<file path="config.mk">
export PLATFORM = sky130hd
export DESIGN_NAME = casc_timer_pair
export DESIGN_NICKNAME = d
export VERILOG_FILES = /design/src/rtl/casc_timer_pkg.sv /design/src/rtl/casc_bus_port.sv /design/src/rtl/casc_sync_edge.sv /design/src/rtl/casc_updn_cnt.sv /design/src/rtl/casc_cap_bank.sv /design/src/rtl/casc_timer_pair.sv
export SDC_FILE = /design/constraint.sdc
export NUM_CORES = 1
export LEC_CHECK = 0
export BUFFER_PORTS_ARGS = -buffer_cell sky130_fd_sc_hd__buf_2
export CAP_MARGIN = 0
export CELL_PAD_IN_SITES_DETAIL_PLACEMENT = 1
export CELL_PAD_IN_SITES_GLOBAL_PLACEMENT = 2
export CORE_MARGIN = 2
export CORE_UTILIZATION = 34
export DETAILED_ROUTE_END_ITERATION = 6
export PLACE_DENSITY_LB_ADDON = 0.1
export SYNTH_ARGS = -nofsm -noshare
export SYNTH_HDL_FRONTEND = slang
export SYNTH_SLANG_ARGS = --single-unit
</file>
<file path="constraint.sdc">
create_clock -name clk -period 3.6 [get_ports clk]
set_clock_uncertainty 0.1 [all_clocks]
set_input_delay 0.36 -clock clk [delete_from_list [all_inputs] [get_ports clk]]
set_output_delay 0.36 -clock clk [all_outputs]
set_load 0.02 [all_outputs]
</file>
<file path="src/rtl/casc_timer_pkg.sv">
`timescale 1ns/1ps
// Package: shared register addresses and the control word layout for the
// cascaded timer pair. Assumes a 4-bit address space and W >= 6.
package casc_timer_pkg;

    localparam int ADR_CTRL  = 0;
    localparam int ADR_STAT  = 1;
    localparam int ADR_CNT2  = 2;
    localparam int ADR_CNT1  = 3;
    localparam int ADR_GRA1  = 4;
    localparam int ADR_GRB1  = 5;
    localparam int ADR_BUF1  = 6;
    localparam int ADR_CNT0  = 7;
    localparam int ADR_CAP0  = 8;
    localparam int CTRL_BITS = 6;

    // Control word, bit 0 at the bottom.
    typedef struct packed {
        logic clr_sync;     // bit 5: compare event clears both counters
        logic grb_src_cmp;  // bit 4: register B captures on compare event
        logic ch0_cap_en;   // bit 3: channel 0 captures on cascade pulse
        logic edge_fall;    // bit 2: pin capture on falling edge
        logic ch2_down;     // bit 1: lower counter counts down
        logic run;          // bit 0: counters enabled
    } ctrl_t;

endpackage

</file>
<file path="src/rtl/casc_bus_port.sv">
`timescale 1ns/1ps
// Module: two-phase write port. The address phase latches the address, and
// the data phase fires a one-cycle write strobe. Assumes at most one write
// in flight. An address phase may overlap the previous data phase.
module casc_bus_port #(
    parameter int AW = 4,
    parameter int W  = 16
) (
    input  logic          clk,
    input  logic          rst_n,
    input  logic          bus_sel,
    input  logic [AW-1:0] bus_addr,
    input  logic          bus_we,
    input  logic [W-1:0]  bus_wdata,
    output logic          wr_fire,
    output logic [AW-1:0] wr_addr,
    output logic [W-1:0]  wr_data
);

    logic          pend_q;
    logic [AW-1:0] addr_q;

    // Records the address phase so the next cycle may complete the write.
    always_ff @(posedge clk) begin
        if (!rst_n) begin
            pend_q <= 1'b0;
            addr_q <= '0;
        end else begin
            pend_q <= bus_sel;
            if (bus_sel) begin
                addr_q <= bus_addr;
            end
        end
    end

    // Fires the write only when an address phase preceded the strobe.
    always_comb begin
        wr_fire = bus_we & pend_q;
        wr_addr = addr_q;
        wr_data = bus_wdata;
    end

endmodule

</file>
<file path="src/rtl/casc_sync_edge.sv">
`timescale 1ns/1ps
// Module: synchronizes an asynchronous pin with two flops and emits a
// one-cycle pulse on the selected edge. Assumes the pin holds each level
// for at least two clocks.
module casc_sync_edge (
    input  logic clk,
    input  logic rst_n,
    input  logic pin,
    input  logic fall_sel,
    output logic edge_pulse
);

    logic s1_q, s2_q, s3_q;

    // Synchronizer chain, plus one delayed copy used for edge detection.
    always_ff @(posedge clk) begin
        if (!rst_n) begin
            s1_q <= 1'b0;
            s2_q <= 1'b0;
            s3_q <= 1'b0;
        end else begin
            s1_q <= pin;
            s2_q <= s1_q;
            s3_q <= s2_q;
        end
    end

    // Selects which transition of the synchronized level makes a pulse.
    always_comb begin
        edge_pulse = fall_sel ? (s3_q & ~s2_q) : (s2_q & ~s3_q);
    end

endmodule

</file>
<file path="src/rtl/casc_updn_cnt.sv">
`timescale 1ns/1ps
// Module: loadable up/down counter. A load beats counting. Wrap detection
// is left to the instantiating logic.
module casc_updn_cnt #(
    parameter int W = 16
) (
    input  logic         clk,
    input  logic         rst_n,
    input  logic         en,
    input  logic         down,
    input  logic         ld,
    input  logic [W-1:0] ld_val,
    output logic [W-1:0] cnt
);

    localparam logic [W-1:0] STEP = W'(1);

    // Holds, loads or steps the count each cycle.
    always_ff @(posedge clk) begin
        if (!rst_n) begin
            cnt <= '0;
        end else if (ld) begin
            cnt <= ld_val;
        end else if (en) begin
            cnt <= down ? (cnt - STEP) : (cnt + STEP);
        end
    end

endmodule

</file>
<file path="src/rtl/casc_cap_bank.sv">
`timescale 1ns/1ps
// Module: bank of N capture registers that all latch the same input value
// on a shared capture strobe. Assumes the registers are read only.
module casc_cap_bank #(
    parameter int W = 16,
    parameter int N = 4
) (
    input  logic                clk,
    input  logic                rst_n,
    input  logic                cap,
    input  logic [W-1:0]        din,
    output logic [N-1:0][W-1:0] regs_q
);

    for (genvar g = 0; g < N; g++) begin : g_reg
        // One capture register of the bank.
        always_ff @(posedge clk) begin
            if (!rst_n) begin
                regs_q[g] <= '0;
            end else if (cap) begin
                regs_q[g] <= din;
            end
        end
    end

endmodule

</file>
<file path="src/rtl/casc_timer_pair.sv">
`timescale 1ns/1ps
// Module: cascaded timer pair. Channel 2 counts every clock, and each of its
// wraps steps channel 1. Channel 1 has compare A, capture B and a buffer
// behind B. Channel 0 captures its own counter on the cascade pulse.
// Contention rules: a counter write beats the cascade pulse. Compare and
// channel-0 capture still see a suppressed pulse. A capture beats writes to
// B and to the buffer. Assumes W >= 6 and 2**AW >= 8 + N_CAP0.
module casc_timer_pair
    import casc_timer_pkg::*;
#(
    parameter int W      = 16,
    parameter int N_CAP0 = 4,
    parameter int AW     = 4
) (
    input  logic          clk,
    input  logic          rst_n,
    input  logic          bus_sel,
    input  logic [AW-1:0] bus_addr,
    input  logic          bus_we,
    input  logic [W-1:0]  bus_wdata,
    input  logic [AW-1:0] rd_addr,
    output logic [W-1:0]  rd_data,
    input  logic          cap_pin
);

    localparam int PAD = W - CTRL_BITS;

    logic          wr_fire;
    logic [AW-1:0] wr_addr;
    logic [W-1:0]  wr_data;
    logic wr_ctrl, wr_stat, wr_cnt2, wr_cnt1, wr_gra1, wr_grb1, wr_buf1, wr_cnt0;

    ctrl_t         ctrl_q;
    logic          cmp_flag_q;
    logic [W-1:0]  gra1_q, grb1_q, buf1_q;
    logic [W-1:0]  cnt2, cnt1, cnt0;
    logic          ch2_ovf, ch2_unf, casc_raw, cmp_evt, clr_evt;
    logic          pin_edge, grb_cap, cap0_fire;
    logic          ld2, ld1;
    logic [W-1:0]  ld2_val, ld1_val;
    logic [N_CAP0-1:0][W-1:0] cap0_q;

    casc_bus_port #(.AW(AW), .W(W)) u_bus (
        .clk       (clk),
        .rst_n     (rst_n),
        .bus_sel   (bus_sel),
        .bus_addr  (bus_addr),
        .bus_we    (bus_we),
        .bus_wdata (bus_wdata),
        .wr_fire   (wr_fire),
        .wr_addr   (wr_addr),
        .wr_data   (wr_data)
    );

    // Decodes the completed write into per-register strobes.
    always_comb begin
        wr_ctrl = wr_fire && (int'(wr_addr) == ADR_CTRL);
        wr_stat = wr_fire && (int'(wr_addr) == ADR_STAT);
        wr_cnt2 = wr_fire && (int'(wr_addr) == ADR_CNT2);
        wr_cnt1 = wr_fire && (int'(wr_addr) == ADR_CNT1);
        wr_gra1 = wr_fire && (int'(wr_addr) == ADR_GRA1);
        wr_grb1 = wr_fire && (int'(wr_addr) == ADR_GRB1);
        wr_buf1 = wr_fire && (int'(wr_addr) == ADR_BUF1);
        wr_cnt0 = wr_fire && (int'(wr_addr) == ADR_CNT0);
    end

    // Detects channel-2 wraps and derives the events the cascade drives.
    always_comb begin
        ch2_ovf  = ctrl_q.run & ~ctrl_q.ch2_down & (cnt2 == '1);
        ch2_unf  = ctrl_q.run &  ctrl_q.ch2_down & (cnt2 == '0);
        casc_raw = ch2_ovf | ch2_unf;
        cmp_evt  = casc_raw & (cnt1 == gra1_q);
        clr_evt  = ctrl_q.clr_sync & cmp_evt;
        grb_cap  = ctrl_q.grb_src_cmp ? cmp_evt : pin_edge;
        cap0_fire = ctrl_q.ch0_cap_en & casc_raw;
    end

    // Load selection for both cascade counters: a bus write beats a clear.
    always_comb begin
        ld2     = wr_cnt2 | clr_evt;
        ld2_val = wr_cnt2 ? wr_data : '0;
        ld1     = wr_cnt1 | clr_evt;
        ld1_val = wr_cnt1 ? wr_data : '0;
    end

    casc_updn_cnt #(.W(W)) u_cnt2 (
        .clk    (clk),
        .rst_n  (rst_n),
        .en     (ctrl_q.run),
        .down   (ctrl_q.ch2_down),
        .ld     (ld2),
        .ld_val (ld2_val),
        .cnt    (cnt2)
    );

    casc_updn_cnt #(.W(W)) u_cnt1 (
        .clk    (clk),
        .rst_n  (rst_n),
        .en     (casc_raw & ~wr_cnt2),
        .down   (ch2_unf),
        .ld     (ld1),
        .ld_val (ld1_val),
        .cnt    (cnt1)
    );

    casc_updn_cnt #(.W(W)) u_cnt0 (
        .clk    (clk),
        .rst_n  (rst_n),
        .en     (ctrl_q.run),
        .down   (1'b0),
        .ld     (wr_cnt0),
        .ld_val (wr_data),
        .cnt    (cnt0)
    );

    casc_sync_edge u_edge (
        .clk        (clk),
        .rst_n      (rst_n),
        .pin        (cap_pin),
        .fall_sel   (ctrl_q.edge_fall),
        .edge_pulse (pin_edge)
    );

    casc_cap_bank #(.W(W), .N(N_CAP0)) u_cap0 (
        .clk    (clk),
        .rst_n  (rst_n),
        .cap    (cap0_fire),
        .din    (cnt0),
        .regs_q (cap0_q)
    );

    // Control word and compare register A.
    always_ff @(posedge clk) begin
        if (!rst_n) begin
            ctrl_q <= '0;
            gra1_q <= '0;
        end else begin
            if (wr_ctrl) begin
                ctrl_q <= ctrl_t'(wr_data[CTRL_BITS-1:0]);
            end
            if (wr_gra1) begin
                gra1_q <= wr_data;
            end
        end
    end

    // Sticky compare flag: setting beats a clear written in the same cycle.
    always_ff @(posedge clk) begin
        if (!rst_n) begin
            cmp_flag_q <= 1'b0;
        end else if (cmp_evt) begin
            cmp_flag_q <= 1'b1;
        end else if (wr_stat) begin
            cmp_flag_q <= cmp_flag_q & wr_data[0];
        end
    end

    // Capture register B and its buffer: a capture beats bus writes.
    always_ff @(posedge clk) begin
        if (!rst_n) begin
            grb1_q <= '0;
            buf1_q <= '0;
        end else if (grb_cap) begin
            grb1_q <= cnt1;
            buf1_q <= grb1_q;
        end else begin
            if (wr_grb1) begin
                grb1_q <= wr_data;
            end
            if (wr_buf1) begin
                buf1_q <= wr_data;
            end
        end
    end

    // Combinational read multiplexer.
    always_comb begin
        rd_data = '0;
        case (int'(rd_addr))
            ADR_CTRL: rd_data = {{PAD{1'b0}}, ctrl_q};
            ADR_STAT: rd_data = {{(W-1){1'b0}}, cmp_flag_q};
            ADR_CNT2: rd_data = cnt2;
            ADR_CNT1: rd_data = cnt1;
            ADR_GRA1: rd_data = gra1_q;
            ADR_GRB1: rd_data = grb1_q;
            ADR_BUF1: rd_data = buf1_q;
            ADR_CNT0: rd_data = cnt0;
            default: begin
                for (int i = 0; i < N_CAP0; i++) begin
                    if (int'(rd_addr) == ADR_CAP0 + i) begin
                        rd_data = cap0_q[i];
                    end
                end
            end
        endcase
    end

endmodule

</file>
==> out/metrics.yaml, run 1 <==
outcome: "finished clean"
setup_violations: 0
cts_tree: "built"
synth_cell_type_count: 64
io_pins: 45
worst-path-max-fanout: 9
worstPathArrival_ns: 3.58
overflow: 0
synth-edff-count: 0
required_ns: 3.83
worstSkewPairLatency_ns: 0.43
synthCells: 927
period_minus_slack_ns: 3.35
dieWidth_um: 153
grt_max_degree: 73
cts-buffers-inserted: 17
clk_pin_slew_ns: 0.06
rsz0062_at_grt: "false"
ys_ff_latch: 127
grt_pass1_wl_um: 45200
drv_cap: 0
timing.fmax_mhz: 299
firstDrtPassIters: 6
finalPower_mw: 3.50
hold-worst-slack_ns: 0.0423
syn-num-nets: 987
ys_warn_count: 0
tns_ns: 0
dpl.cell_count: 1233
fin_nets: 1032
die_area_um2: 23500
cts_buffer_depth: 2
power_density_nw_per_um2: 393
drive_gt1_share_pct: 14.9
ys.flop_type: "dfxtp_1"
vias: 7429
ir_drop_mv: 0.287
routabilityCongestion: 0.863
synthArstFlopShare_pct: 0
syn_avg_cell_area_um2: 8.18
finalCritPeriodShare_pct: 93.0
htree_levels: 4
syn_area_um2: 7590
place_ws_ns: 0.0661
die_h_um: 153
critPathCaptureType: "flop"
port_buffers: 44
relSlewSlack_pct: 40.5
finalHoldViolCount: 0
antenna_found_initial: 0
grt.total_usage_pct: 24.8
p_leak_nw: 3.73
ctsHoldBuffers: 0
syn2layout_area_growth_pct: 17.2
cts_setup_buffers: 0
initial_core_util_pct: 34.7
wirelength_um: 29200
tightest_slew_ns: 0.889
critPathMaxStageDelay_ns: 0.53
viasPerCell: 5.87
clock_sinks: 127
ant_nets: 0
remaining_drc_errors: 0
wire_per_inst_um: 23.1
ys_seq_area_share_pct: 33.5
hp-class: "input pin to flop"
core_area_um2: 21900
fin_cells: 1266
slew_violations: 0
cts-root-buf: "clkbuf_16"
drt_iter0_drc: 607
grt_pass1_vias: 7531
cp_slowest_cell: "or4b_1"
worstSetupStartpointType: "flop"
layout_setup_ws_ns: 0.250
crit_type: "flop to flop"
worstPathCellList: "or4b_1, nor3_2, nand3_2, clkinvlp_4, buf_4, ha_1, a21o_1, a31o_2, a221oi_2, o21ai_0, xnor2_1, a221oi_1"
dpl.hpwl_um: 21900
rows: 54
[synthesized netlist by cell type (3+ instances only)]
master	number	area (um2)
inv_1	12	45.0
a221oi_1	6	52.6
a311oi_1	3	26.3
nand4_1	6	37.5
a41oi_1	3	26.3
and3_1	10	62.6
buf_2	5	25.0
nand3_1	26	130
xor2_1	36	315
nor3b_1	4	30.0
nor2b_1	4	25.0
mux2i_1	46	460
nand2_1	122	458
o21a_1	4	30.0
a31o_2	3	26.3
nor3_2	8	80.1
nor3_1	21	105
a21oi_1	58	290
dfxtp_1	127	2540
o21ai_0	23	115
nor2_1	104	390
or3_1	3	18.8
a31oi_1	7	43.8
nor4_1	7	43.8
a22o_1	6	52.6
o211a_1	7	70.1
xnor2_1	16	140
clkbuf_1	48	180
a211oi_1	54	405
a222oi_1	21	210
a21o_1	14	105
o221a_2	3	33.8
a22oi_1	31	233
nand2b_1	3	18.8
and2_1	10	62.6
ha_1	29	363
[cell type report]
type                            instances  area (um2)
Antenna cell                            1        2.50
Clock buffer                           19         453
Clock inverter                         13         140
Fill cell                            2651       13000
Inverter                               14        57.6
Multi-Input combinational cell        729        4820
Sequential cell                       127        2540
Tap cell                              280         350
Timing Repair Buffer                   83         526
[cells in the final DEF, fill, tap and decap left out, types with 4 or more instances in the layout]
| cell | count |
|---|---|
| dfxtp_1 | 126 |
| nand2_1 | 122 |
| nor2_1 | 103 |
| a21oi_1 | 57 |
| a211oi_1 | 53 |
| mux2i_1 | 46 |
| buf_2 | 44 |
| buf_4 | 38 |
| xor2_1 | 36 |
| a22oi_1 | 31 |
| ha_1 | 29 |
| nand3_1 | 26 |
| o21ai_0 | 23 |
| a222oi_1 | 21 |
| nor3_1 | 18 |
| clkbuf_16 | 17 |
| xnor2_1 | 16 |
| a21o_1 | 14 |
| inv_1 | 11 |
| nor3_2 | 11 |
| and2_1 | 10 |
| and3_1 | 10 |
| a31oi_1 | 7 |
| o211a_1 | 7 |
| nor4_1 | 7 |
| a22o_1 | 6 |
| nand4_1 | 6 |
| a221oi_1 | 5 |
| clkinvlp_4 | 5 |
| clkinv_2 | 4 |
| o21a_1 | 4 |
| nor2b_1 | 4 |
| clkinv_4 | 4 |
[per-stage QoR]
| step | instance area (um2) | utilization [%] |
|---|---|---|
| 5_1_grt | 8890 | 40.6 |
| 2_1_floorplan | 7590 | - |
| 4_1_cts | 8880 | 40.5 |
| 6_report | 8890 | 40.6 |
| 3_3_place_gp | 8280 | 37.8 |
| 3_5_place_dp | 8280 | 37.8 |
[cell families (layout without fill, tap and decap cells)]
| kind of cell | Yosys count | in the layout | synth area share [%] |
|---|---|---|---|
| other | 0 | 1 | 0 |
| adders and majority gates | 31 | 31 | 5.31 |
| xor gates and xnor gates | 52 | 52 | 6.00 |
| muxes | 46 | 46 | 6.07 |
| buffers and inverters | 71 | 129 | 3.74 |
| and+or+nand+nor | 339 | 339 | 20.5 |
| AOI/OAI and AO/OA | 261 | 261 | 24.9 |
| DFF | 127 | 127 | 33.5 |
[registers in the layout, summed over array words and instances, names as in the netlist, 4 cells and up]
| signal | cells |
|---|---|
| u_cnt1.cnt | 16 |
| u_cnt2.cnt | 16 |
| u_cap0.regs_q | 16 |
| ctrl_q | 6 |
| grb1_q | 16 |
| u_cnt0.cnt | 16 |
| gra1_q | 16 |
| buf1_q | 16 |
| u_bus.wr_addr | 4 |
[where the power goes]
part / leakage, nW / switching, mW / internal [mW]
Sequential: 1.03 / 0.0300 / 1.44
Clock: 0.281 / 0.693 / 1.05
Combinational: 2.42 / 0.184 / 0.0925
Total: 3.73 / 0.907 / 2.59
[layer usage]
metal | wire length, um | share of wire, % | vias to the layer above | GRT usage, %
met2 | 13500 | 46 | 153 | 40.4
met3 | 1280 | 4.4 | 36 | 3.91
met1 | 13900 | 47 | 3716 | 34.0
met5 | 0 | 0 | - | 0
met4 | 533 | 1.8 | 0 | 7.47
li1 | - | - | 3524 | -
[worst paths after layout]
| path | startpoint | end | slack (ns) | cells past startpoint |
|---|---|---|---|---|
| min | cap_pin | u_edge.s1_q | 0.04 | 2 |
| min reg2reg | u_edge.s1_q | u_edge.s2_q | 0.33 | 1 |
| max reg2reg | u_cnt2.cnt[0] | u_cnt1.cnt[15] | 0.25 | 12 |
| max | u_cnt2.cnt[0] | u_cnt1.cnt[15] | 0.25 | 12 |
[repair_timing]
action	CTS	global route
hold endpoints to repair	0	0
endpoints found under the setup margin	0	3
gates resized for setup	0	3
[critical path: cells and delay by family, from the launching register on]
kind / cells / cell delay, ns
and+or+nand+nor: 3 / 0.84
buffers and inverters: 2 / 0.35
AOI/OAI and AO/OA: 5 / 1.19
xor gates and xnor gates: 1 / 0.16
DFF: 1 / 0.31
adders and majority gates: 1 / 0.30
Note: power is estimated with default switching activity, not from simulation.
==> run 2, diff against run 1 <==
--- a/config.mk
+++ b/config.mk
@@ -10,9 +10,10 @@
 export CELL_PAD_IN_SITES_DETAIL_PLACEMENT = 1
 export CELL_PAD_IN_SITES_GLOBAL_PLACEMENT = 2
 export CORE_MARGIN = 2
-export CORE_UTILIZATION = 34
+export CORE_UTILIZATION = 40
 export DETAILED_ROUTE_END_ITERATION = 6
 export PLACE_DENSITY_LB_ADDON = 0.1
+export SKIP_LAST_GASP = 1
 export SYNTH_ARGS = -nofsm -noshare
 export SYNTH_HDL_FRONTEND = slang
 export SYNTH_SLANG_ARGS = --single-unit
==> constraint.sdc (replaced) <==
create_clock -name clk -period 4.12 [get_ports clk]
set_clock_uncertainty 0.1 [all_clocks]
set_input_delay 0.412 -clock clk [delete_from_list [all_inputs] [get_ports clk]]
set_output_delay 0.412 -clock clk [all_outputs]
set_load 0.02 [all_outputs]
==> out/metrics.yaml, run 2 (synthesis gave the netlist of run 1 again) <==
worst-path-max-fanout: 11  # +2
place_area_um2: 8060  # -2.6%
met2_length_um: 13400  # -1.2%
slew_violations: 0  # unchanged
finalCritPeriodShare_pct: 92.2  # -0.81 points
ir_drop_mv: 0.283  # -1.2%
grt.total_usage_pct: 29.4  # +4.6 points
antenna_found_initial: 0  # unchanged
grt_pass1_wl_um: 44700  # -1.1%
cts_buffer_depth: 2  # unchanged
crit_type: "flop to flop"
rows: 50  # -7.4%
cts_resized: 0  # unchanged
vias: 7482  # +0.71%
highest_layer: "met4"
cts-buffers-inserted: 17  # unchanged
io_pins: 45  # unchanged
dieWidth_um: 142  # -7.6%
worstSkewPairLatency_ns: 0.43  # about the same
tns_ns: 0  # unchanged
wl_met1_um: 13600  # -1.9%
wirelength_um: 29200  # -0.22%
viasPerCell: 6.24  # +6.3%
remaining_drc_errors: 0  # unchanged
place_ws_ns: 0.370  # +0.304 ns
dpl.hpwl_um: 21100  # -3.7%
p_leak_nw: 3.63  # -2.8%
finalHoldViolCount: 0  # unchanged
syn2layout_area_growth_pct: 14.1
cts-root-buf: "clkbuf_16"
timing.fmax_mhz: 263  # -12%
firstDrtPassIters: 5  # -1
outcome: "finished clean"
cts_setup_buffers: 0  # unchanged
critPathMaxStageDelay_ns: 0.58  # +0.05 ns
final_core_util_pct: 46.4  # +5.8 points
routabilityCongestion: 0.926  # +7.3%
layout_setup_ws_ns: 0.320  # +0.0695 ns
htree_levels: 4  # unchanged
hp-class: "input pin to flop"
diodes: 0  # -1
worstSetupStartpointType: "flop"
crit_top_cell: "a221oi_1"
initial_core_util_pct: 40.7  # +6.0 points
port_buffers: 44  # unchanged
overflow: 0  # unchanged
drive_gt1_share_pct: 12.5  # -2.4 points
power_density_nw_per_um2: 356  # -9.4%
wl_met3_um: 1540  # +20%
final_common_cell: "dfxtp_1"
rsz0062_at_grt: "false"
cts_tree: "built"
required_ns: 4.35  # +0.52 ns
drv_cap: 0  # unchanged
worstPathCellList: "or4b_1, nor3_2, nand3_2, inv_1, buf_4, ha_1, nand3_1, o2111ai_1, and2_1, a221oi_1, o21ai_0, xnor2_1, a221oi_1"
cp_slowest_cell: "or4b_1"
grt_max_degree: 65  # -11%
fin_nets: 1013  # -1.8%
clk_pin_slew_ns: 0.06  # about the same
worstPathArrival_ns: 4.03  # +0.45 ns
final_cell_mix: "dfxtp_1, nand2_1, nor2_1"
setup_violations: 0  # unchanged
wire_per_inst_um: 24.3  # +5.4%
period_minus_slack_ns: 3.80  # +0.450 ns
critPathCaptureType: "flop"
die_h_um: 142  # -7.6%
clock_sinks: 127  # unchanged
relSlewSlack_pct: 14.1  # -26 points
ant_nets: 0  # unchanged
die_area_um2: 20100  # -15%
tightest_slew_ns: 1.28  # +0.392 ns
ctsHoldBuffers: 0  # unchanged
grt_pass1_vias: 7361  # -2.3%
fin_area_um2: 8660  # -2.6%
core_area_um2: 18600  # -15%
drt_iter0_drc: 864  # +42%
[run 2: cell count changes in the layout (fill, tap and decap cells not counted), sizes merged]
cell / before / now
inv: 11 / 14
buf: 83 / 64
clkinv: 9 / 6
clkbuf: 19 / 18
diode: 1 / 0
bufinv: 2 / 3
clkinvlp: 5 / 4
[run 2: path summary, 6_finish.rpt]
kind / startpoint / end / slack (ns) / depth (start not counted)
min reg2reg: u_edge.s1_q / u_edge.s2_q / 0.34 / 1
max reg2reg: u_cnt2.cnt[0] / u_cnt1.cnt[15] / 0.32 / 13
max: u_cnt2.cnt[0] / u_cnt1.cnt[15] / 0.32 / 13
min: cap_pin / u_edge.s1_q / 0.09 / 2
[run 2: cell type report]
class / instances / area [um2]
Timing Repair Buffer: 64 / 370
Multi-Input combinational cell: 729 / 4800
Inverter: 14 / 53.8
Clock buffer: 18 / 429
Tap cell: 234 / 293
Fill cell: 2246 / 9980
Clock inverter: 13 / 165
Sequential cell: 127 / 2540
[run 2: layer usage]
metal / vias to the layer above / track usage [%]
li1: 3494 / -
met1: 3722 / 41.3
met2: 226 / 46.8
met3: 40 / 4.25
met4: 0 / 9.11
met5: - / 0
[run 2: power by group]
| part | switching, mW | internal, mW |
|---|---|---|
| logic | 0.159 | 0.0736 |
| registers | 0.0317 | 1.26 |
| clock network | 0.608 | 0.950 |
[run 2: through the flow]
stage          std cells  hold slack [ns]  total power [mW]
2_1_floorplan        927            0.312              1.44
3_3_place_gp        1168            0.313              1.54
3_5_place_dp        1168            0.325              1.54
4_1_cts             1199           0.0835              3.10
5_1_grt             1199            0.107              3.16
6_report            1199           0.0931              3.08
[run 2: worst max-delay path, delay by kind of cell, from the launching register on]
| kind | cells | cell delay (ns) |
|---|---|---|
| xor gates and xnor gates | 1 | 0.16 |
| buffers and inverters | 2 | 0.44 |
| AOI/OAI and AO/OA | 4 | 1.01 |
| and+or+nand+nor | 5 | 1.30 |
| DFF | 1 | 0.37 |
| adders and majority gates | 1 | 0.31 |
==> run 3, diff against run 2 <==
--- a/config.mk
+++ b/config.mk
@@ -11,6 +11,7 @@
 export CELL_PAD_IN_SITES_GLOBAL_PLACEMENT = 2
 export CORE_MARGIN = 2
 export CORE_UTILIZATION = 40
+export CTS_BUF_LIST = sky130_fd_sc_hd__clkbuf_4 sky130_fd_sc_hd__clkbuf_8
 export DETAILED_ROUTE_END_ITERATION = 6
 export PLACE_DENSITY_LB_ADDON = 0.1
 export SKIP_LAST_GASP = 1
==> out/metrics.yaml, run 3 (synthesis gave the netlist of run 1 again) <==
worstPathArrival_ns: 3.97  # -0.06 ns
final_common_cell: "dfxtp_1"
final_cell_mix: "dfxtp_1, nand2_1, nor2_1"
drt_iter0_drc: 723  # -16%
worst-path-max-fanout: 11  # unchanged
htree_levels: 4  # unchanged
seq_power_share_pct: 48.1  # +6.2 points
drive_gt1_share_pct: 12.7  # +0.21 points
rsz0062_at_grt: "false"
cts_resized: 0  # unchanged
dieWidth_um: 142  # unchanged
period_minus_slack_ns: 3.72  # -0.0825 ns
slew_violations: 0  # unchanged
relSlewSlack_pct: 15.0  # +0.88 points
outcome: "finished clean"
switchingPower_mw: 0.746  # -6.5%
routabilityCongestion: 0.926  # unchanged
finalHoldViolCount: 0  # unchanged
cts-root-buf: "clkbuf_8"
clk_pin_slew_ns: 0.09  # +0.03 ns
syn2layout_area_growth_pct: 11.7
firstDrtPassIters: 6  # +1
core_area_um2: 18600  # unchanged
ant_nets: 0  # unchanged
setup_violations: 0  # unchanged
place_ws_ns: 0.370  # unchanged
tns_ns: 0  # unchanged
cts-buffers-inserted: 17  # unchanged
worstSkewPairLatency_ns: 0.46  # +0.03 ns
viasPerCell: 6.27  # +0.43%
finalCritPeriodShare_pct: 90.2  # -2.0 points
diodes: 0  # unchanged
ctsHoldBuffers: 0  # unchanged
wire_per_inst_um: 24.1  # -0.78%
antenna_found_initial: 0  # unchanged
p_leak_nw: 3.54  # -2.2%
cts_buffer_depth: 2  # unchanged
hp-class: "input pin to flop"
required_ns: 4.38  # +0.03 ns
die_area_um2: 20100  # unchanged
internal_power_mw: 1.93  # -15%
clock_sinks: 127  # unchanged
vias: 7514  # +0.43%
crit_type: "flop to flop"
cts_tree: "built"
combPwrFrac_pct: 8.7  # +1.2 points
final_core_util_pct: 45.5  # -0.97 points
grt.total_usage_pct: 29.3  # -0.11 points
ir_drop_mv: 0.203  # -28%
drv_cap: 0  # unchanged
timing.fmax_mhz: 269  # +2.2%
cts_setup_buffers: 0  # unchanged
overflow: 0  # unchanged
layout_setup_ws_ns: 0.402  # +0.0825 ns
clockPowerShare_pct: 43.3  # -7.3 points
io_pins: 45  # unchanged
grt_pass1_wl_um: 44600  # -0.28%
dpl.hpwl_um: 21100  # unchanged
remaining_drc_errors: 0  # unchanged
power_density_nw_per_um2: 316  # -11%
wirelength_um: 28900  # -0.78%
critPathCaptureType: "flop"
die_h_um: 142  # unchanged
grt_max_degree: 65  # unchanged
grt_pass1_vias: 7391  # +0.41%
initial_core_util_pct: 40.7  # unchanged
swShare_pct: 27.8  # +1.9 points
fin_nets: 1013  # unchanged
port_buffers: 44  # unchanged
tightest_slew_ns: 1.27  # -0.0131 ns
worstSetupStartpointType: "flop"
rows: 50  # unchanged
## run 3: cell counts in the layout (fill, tap and decap cells not counted)
No cell type changed its count.
## run 3: final cells by class
class,instances,area [um2]
Inverter,14,53.8
Clock inverter,13,165
Sequential cell,127,2540
Fill cell,2265,10200
Timing Repair Buffer,64,370
Multi-Input combinational cell,729,4810
Clock buffer,18,241
Tap cell,234,293
## run 3: per-layer routing
layer  global-route usage, %  vias up  wire (um)
met2                    46.0      256      13100
li1                        -     3492          -
met1                    40.5     3719      13100
met3                    5.26       47       2000
met4                    10.4        0        785
met5                       0        -          0
## run 3: worst paths after layout
| path | end | cells after the start | startpoint | slack [ns] |
|---|---|---|---|---|
| setup / recovery | u_cnt1.cnt[10] | 12 | u_cnt2.cnt[0] | 0.40 |
| hold / removal | u_edge.s1_q | 2 | cap_pin | 0.06 |
| setup reg to reg | u_cnt1.cnt[10] | 12 | u_cnt2.cnt[0] | 0.40 |
| hold reg to reg | u_edge.s2_q | 1 | u_edge.s1_q | 0.35 |
## run 3: critical path, stage by stage (launching register included)
cell and delay, ns:
dfxtp_1 0.37, or4b_1 0.58, nor3_2 0.20, nand3_2 0.19, inv_1 0.22, buf_4 0.22, ha_1 0.31, a211oi_1 0.42
o21ai_0 0.23, a41oi_1 0.28, xor2_1 0.17, a21oi_1 0.08, o221a_2 0.25
## run 3: stage by stage
stage	power (mW)	area, um2	std cells	hold slack (ns)
2_1_floorplan	1.44	7590	927	0.312
3_5_place_dp	1.54	8060	1168	0.325
5_1_grt	2.77	8480	1199	0.0640
6_report	2.68	8480	1199	0.0599
4_1_cts	2.69	8470	1199	0.0478
3_3_place_gp	1.54	8060	1168	0.313
## run 3: power groups by stage
stage | Sequential, mW | Clock, mW | Combinational [mW]
global placement | 1.31 | 0 | 0.223
CTS | 1.29 | 1.17 | 0.230
detailed placement | 1.32 | 0 | 0.228
global route | 1.29 | 1.22 | 0.251
finish | 1.29 | 1.16 | 0.232
floorplan | 1.31 | 0 | 0.136
